$ cat config.mk
export PLATFORM = sky130hd
export DESIGN_NAME = mmu_parity_regarray
export DESIGN_NICKNAME = d
export VERILOG_FILES = /design/src/rtl/mmu_parity_regarray_pkg.sv /design/src/rtl/mmu_parity_regarray_decode.sv /design/src/rtl/mmu_parity_regarray.sv
export SDC_FILE = /design/constraint.sdc
export NUM_CORES = 2
export LEC_CHECK = 0
export BUFFER_PORTS_ARGS = -buffer_cell sky130_fd_sc_hd__buf_2
export CORE_UTILIZATION = 69
export DETAILED_ROUTE_END_ITERATION = 10
export PLACE_DENSITY = 0.87
export SETUP_SLACK_MARGIN = 0.02
export SYNTH_ARGS = -nofsm -noshare
export SYNTH_HDL_FRONTEND = slang
export SYNTH_SLANG_ARGS = --single-unit
$ cat constraint.sdc
create_clock -name clk -period 6.7 [get_ports clk]
set_input_delay 0.335 -clock clk [delete_from_list [all_inputs] [get_ports clk]]
set_output_delay 0.335 -clock clk [all_outputs]
set_load 0.02 [all_outputs]
$ cat src/rtl/mmu_parity_regarray_pkg.sv
package mmu_parity_regarray_pkg;

    localparam int unsigned NUM_ENTRY = 8;
    localparam int unsigned NUM_SLOT  = 2 * NUM_ENTRY;
    localparam int unsigned SLOT_W    = $clog2(NUM_SLOT);
    localparam int unsigned ENT_W     = $clog2(NUM_ENTRY);
    localparam logic [3:0]  FAULT_CODE = 4'd7;

    typedef enum logic [2:0] {
        ACC_NONE,
        ACC_ARRAY,
        ACC_INJ,
        ACC_DET,
        ACC_FTYPE,
        ACC_FENT
    } acc_kind_e;

endpackage

$ cat src/rtl/mmu_parity_regarray_decode.sv
module mmu_parity_regarray_decode
    import mmu_parity_regarray_pkg::*;
#(
    parameter int unsigned AW = 10
) (
    input  logic [AW-1:0]     addr,
    output acc_kind_e         kind,
    output logic [SLOT_W-1:0] slot
);
    logic [1:0] grp_w;
    logic [7:0] low_w;
    logic       aligned_w;
    logic       hi_zero_w;
    logic [2:0] pair_idx_w;

    assign grp_w      = addr[9:8];
    assign low_w      = addr[7:0];
    assign aligned_w  = (addr[2:0] == 3'd0);
    assign pair_idx_w = low_w[5:3] - 3'd1;

    generate
        if (AW > 10) begin : g_wide
            assign hi_zero_w = (addr[AW-1:10] == '0);
        end else begin : g_exact
            assign hi_zero_w = 1'b1;
        end
    endgenerate

    always_comb begin
        kind = ACC_NONE;
        slot = '0;
        if (aligned_w && hi_zero_w) begin
            unique case (grp_w)
                2'd0: if (low_w < 8'h40) begin
                    kind = ACC_ARRAY;
                    slot = {1'b0, low_w[5:3]};
                end
                2'd1, 2'd2: if (low_w >= 8'h08 && low_w <= 8'h20) begin
                    kind = ACC_ARRAY;
                    slot = {1'b1, pair_idx_w[1:0], grp_w[1]};
                end
                default: begin
                    unique case (low_w)
                        8'h00:   kind = ACC_INJ;
                        8'h08:   kind = ACC_DET;
                        8'h10:   kind = ACC_FTYPE;
                        8'h18:   kind = ACC_FENT;
                        default: kind = ACC_NONE;
                    endcase
                end
            endcase
        end
    end
endmodule

$ cat src/rtl/mmu_parity_regarray.sv
module mmu_parity_regarray
    import mmu_parity_regarray_pkg::*;
#(
    parameter int unsigned DW = 64,
    parameter int unsigned AW = 10
) (
    input  logic          clk,
    input  logic          rst,
    input  logic          req_valid,
    input  logic          req_write,
    input  logic [AW-1:0] req_addr,
    input  logic [DW-1:0] req_wdata,
    output logic          resp_valid,
    output logic [DW-1:0] resp_rdata,
    output logic          resp_err
);
    typedef struct packed {
        logic [NUM_SLOT-1:0][DW-1:0] regs;
        logic [NUM_ENTRY-1:0]        par;
        logic                        inj_mask;
        logic                        inj_on;
        logic                        det_arr;
        logic                        det_trap;
        logic [3:0]                  ftype;
        logic [ENT_W-1:0]            fent;
        logic                        rvalid;
        logic                        rerr;
        logic [DW-1:0]               rdata;
    } state_t;

    state_t st_d, st_q;

    acc_kind_e            kind_w;
    logic [SLOT_W-1:0]    slot_w;
    logic [ENT_W-1:0]     ent_w;
    logic [NUM_ENTRY-1:0] bad_w;
    logic                 detect_w;
    logic                 inject_w;

    mmu_parity_regarray_decode #(.AW(AW)) u_decode (
        .addr (req_addr),
        .kind (kind_w),
        .slot (slot_w)
    );

    // Each entry is faulty when its stored parity no longer matches its 128 bits.
    generate
        for (genvar e = 0; e < NUM_ENTRY; e++) begin : g_chk
            assign bad_w[e] = st_q.par[e] ^ (^{st_q.regs[2*e+1], st_q.regs[2*e]});
        end
    endgenerate

    assign ent_w    = slot_w[SLOT_W-1:1];
    assign detect_w = bad_w[ent_w] && st_q.det_arr && st_q.det_trap;
    assign inject_w = st_q.inj_on && st_q.inj_mask;

    always_comb begin
        st_d        = st_q;
        st_d.rvalid = req_valid;
        st_d.rerr   = 1'b0;
        st_d.rdata  = '0;
        if (req_valid) begin
            unique case (kind_w)
                ACC_ARRAY: begin
                    if (detect_w) begin
                        st_d.rerr  = 1'b1;
                        st_d.ftype = FAULT_CODE;
                        st_d.fent  = ent_w;
                    end else if (req_write) begin
                        st_d.regs[slot_w] = req_wdata;
                        st_d.par[ent_w]   = (^{req_wdata, st_q.regs[slot_w ^ 4'd1]}) ^ inject_w;
                    end else begin
                        st_d.rdata = st_q.regs[slot_w];
                    end
                end
                ACC_INJ: begin
                    if (req_write) begin
                        st_d.inj_mask = req_wdata[0];
                        st_d.inj_on   = req_wdata[1];
                    end else begin
                        st_d.rdata[1:0] = {st_q.inj_on, st_q.inj_mask};
                    end
                end
                ACC_DET: begin
                    if (req_write) begin
                        st_d.det_arr  = req_wdata[0];
                        st_d.det_trap = req_wdata[1];
                    end else begin
                        st_d.rdata[1:0] = {st_q.det_trap, st_q.det_arr};
                    end
                end
                ACC_FTYPE: begin
                    if (req_write) st_d.ftype = req_wdata[3:0];
                    else           st_d.rdata[3:0] = st_q.ftype;
                end
                ACC_FENT: begin
                    if (req_write) st_d.fent = req_wdata[ENT_W-1:0];
                    else           st_d.rdata[ENT_W-1:0] = st_q.fent;
                end
                default: ;
            endcase
        end
    end

    always_ff @(posedge clk) begin
        if (rst) st_q <= '0;
        else     st_q <= st_d;
    end

    assign resp_valid = st_q.rvalid;
    assign resp_rdata = st_q.rdata;
    assign resp_err   = st_q.rerr;


    resp_follows_req_chk: assert property (@(posedge clk) disable iff (rst)
        req_valid |=> resp_valid);


    err_with_valid_chk: assert property (@(posedge clk) disable iff (rst)
        resp_err |-> resp_valid && resp_rdata == '0);


    err_needs_both_gates_chk: assert property (@(posedge clk) disable iff (rst)
        resp_err |-> $past(st_q.det_arr && st_q.det_trap));


    faulty_store_dropped_chk: assert property (@(posedge clk) disable iff (rst)
        resp_err |-> st_q.regs == $past(st_q.regs));


    fault_code_logged_chk: assert property (@(posedge clk) disable iff (rst)
        resp_err |-> st_q.ftype == FAULT_CODE);
endmodule

==> results.toml <==
[power_and_ir_drop]
clkPwrFrac_pct = 48.0
combPwrFrac_pct = 7.4
power.internal_w = 0.0110
power.density_nw_per_um2 = 215
sw_frac_of_total_pct = 25.4
ir_drop_mv = 0.258
p_sw_w = 0.00376
p_leak_nw = 34.1
p_seq_share_pct = 44.5

[yosys]
synth_cells = 7128
syn_area_um2 = 63800
yosysSeqAreaShare_pct = 34.8
yosysTopAreaCell = "dfxtp_1"
synth_common_cells = "mux2i_1, dfxtp_1, nor2_1"
synth.area.top_cells = "dfxtp_1, mux2i_1, xnor2_1, nor2_1, nand2_1"
synthArstFlopShare_pct = 0
synth.top_cell.area_share_pct = 34.8
avgSynthCellArea_um2 = 8.95
synth_warnings = 0
ys_ff_latch = 1109
synth_edf_count = 0
synthFlopType = "dfxtp_1"
synth_nets = 7209
yosysMostFrequentCell = "mux2i_1"
ys_types = 68

[cts]
clk_pin_slew_ns = 0.07
holdBufCountCts = 2
clock-root-buffer = "clkbuf_16"
cts_tree = "yes"
cts_resized = 0
clock_sinks = 1109
cts.htree.levels = 3
post_cts_buffers = 0
clk_path_buf_depth = 3
clock_latency_ns = 0.75
tritoncts.num_buffers = 114

[sta]
fin_crit_sh_pct = 98.0
slew_headroom_pct = -8.33
period_needed_ns = 6.57
skew_ns = 0.0426
max_freq_mhz = 152
tightest_slew_ns = 1.61
setup_tns_ns = 0
setup_viol = 0
finalMaxSlewViolations = 6
grt_setup_unrepaired = "false"
hold_viol_final = 0
worst_slack_ns = 0.132

[worst_setup_path]
crit_buf_inv = 0
cp_slowest_cell = "a311oi_1"
required_ns = 7.19
reg2reg_slack_ns = 0.13
r2r-start = "st_q[1020]"
r2r_cells = 12
crit_chain = "xnor2_1, xnor2_1, xnor2_1, xnor2_1, xnor3_1, xnor2_1, xnor2_1, mux2i_1, a22oi_1, a21boi_0, nand3_4, a311oi_1"
cp.arrival_ns = 7.05
crit_fanout = 17
cp-end-kind = "flip-flop"
r2r-end = "resp_rdata[30]"
timing.critical_path.mode_cell = "xnor2_1"
crit_path_max_incr_delay_ns = 1.33
crit_type = "reg2reg"
crit_family = "XOR/XNOR gates"
setup.worst_path.start_class = "flip-flop"

[grt]
grt-ovfl-total = 0
first_global_vias = 54100
antenna_found_initial = 17
grt_pass1_wl_um = 396000
grt_start_max_net_pins = 203
grtUsageTotal_pct = 59.0

[route]
wl_met2_um = 111000
final_antenna_net_count = 0
via_per_inst = 7.12
dr_total_vias = 58400
met1Wirelength_um = 96300
top_layer = "met5"
drt_wl_total_um = 286000
drc = 0
wl_met3_um = 44900
wl_per_cell_um = 34.8
drt_iter0_drc = 10500
drt-pass1-iter-count = 9

[layout]
syn2layout_area_growth_pct = 7.92
fill_cells = 6733
drive_gt1_share_pct = 8.79
multi_input_area_um2 = 38500
final_core_util_pct = 75.1
fin_nets = 6992
regArea_um2 = 22200

[floorplanning]
die_h_um = 306
die-area_um2 = 93700
initial_utilization_pct = 69.6
num_rows = 111
core_um2 = 91700
ios = 144
fp.dieW_um = 306

[placed_design]
hpwl_um = 199000
io_buffers = 143
gp_congestion = 1.09
dp_worst_setup_slack_ns = 0.520

[hold_path]
hold_class = "in2reg"
min_to = "st_q[414]"
holdPathStages = 3
hp-start = "req_wdata[9]"

[run_status]
outcome = "finished with violations"
violations = "capacitance limit, slew limit"

[run]
cap_violations = 4
==> cells in the final DEF, fill, tap and decap left out, drive strengths merged, types with 82 or more instances in the layout <==
| master | instances |
|---|---|
| mux2i | 1494 |
| dfxtp | 1109 |
| nor2 | 1107 |
| xnor2 | 977 |
| nand2 | 684 |
| buf | 335 |
| xor2 | 142 |
| clkbuf | 142 |
| nand3 | 131 |
| a21oi | 99 |
| a211oi | 96 |
| and3 | 82 |
==> logic make-up after synthesis <==
| group | synth area share (%) |
|---|---|
| flip-flops | 34.8 |
| AND/OR/NAND/NOR | 13.1 |
| XOR/XNOR | 15.9 |
| AO/OA/AOI/OAI | 6.85 |
| adder cells (fa/ha/maj) | 0.0588 |
| buffers and inverters | 5.40 |
| multiplexers | 23.9 |
==> worst max-delay path by stage <==
stage	startpoint	to	slack, ns	depth (start not counted)
2_1_floorplan	req_addr[9]	st_q[78]	2.07	22
3_3_place_gp	req_addr[9]	st_q[78]	0.57	17
3_5_place_dp	req_addr[9]	st_q[80]	0.52	17
4_1_cts	st_q[547]	st_q[1060]	0.90	15
5_1_grt	st_q[868]	resp_rdata[30]	0.49	12
6_report	st_q[1020]	resp_rdata[30]	0.13	12
==> area by class of cell <==
class | instances | share of cell area (%)
Timing Repair Buffer | 337 | 3.58
Sequential cell | 1109 | 32.2
Clock buffer | 142 | 4.54
Multi-Input combinational cell | 5338 | 55.9
Antenna cell | 7 | 0.0254
Inverter | 11 | 0.0600
Clock inverter | 73 | 1.46
Tap cell | 1186 | 2.15
==> metrics by stage <==
step                      hold WS (ns)  power, W  area, um^2  instances
after floorplan                  0.430   0.00738       63800       7128
after global placement           0.450   0.00775       64700       7978
after detailed placement         0.457   0.00775       64700       7978
after CTS                       0.0595    0.0147       68800       8195
after global routing             0.111    0.0150       68800       8198
final                           0.0886    0.0148       68900       8203
==> registers in the layout, indices dropped and copies added, names as in the netlist <==
register	flops
resp_valid	1
st_q	1043
resp_rdata	64
resp_err	1
==> power groups by stage <==
stage	Sequential [W]	Combinational [W]	Clock [W]
2_1_floorplan	0.00674	0.000636	0
3_3_place_gp	0.00674	0.00101	0
3_5_place_dp	0.00674	0.00101	0
4_1_cts	0.00659	0.00102	0.00705
5_1_grt	0.00659	0.00107	0.00731
6_report	0.00659	0.00110	0.00711
==> worst register-to-register path: stages, from the launching register on <==
cell and delay [ns]:
dfxtp_1 0.41, xnor2_1 1.20, xnor2_1 0.22, xnor2_1 0.31, xnor2_1 0.20, xnor3_1 0.51, xnor2_1 0.18, xnor2_1 0.16
mux2i_1 0.12, a22oi_1 0.29, a21boi_0 0.75, nand3_4 0.60, a311oi_1 1.37
==> routing by layer <==
layer	global-route usage [%]	up-vias
li1	-	23700
met1	69.8	27600
met2	81.8	5364
met3	22.7	1723
met4	54.3	20
met5	1.34	-
(Power assumes the default switching activity.)
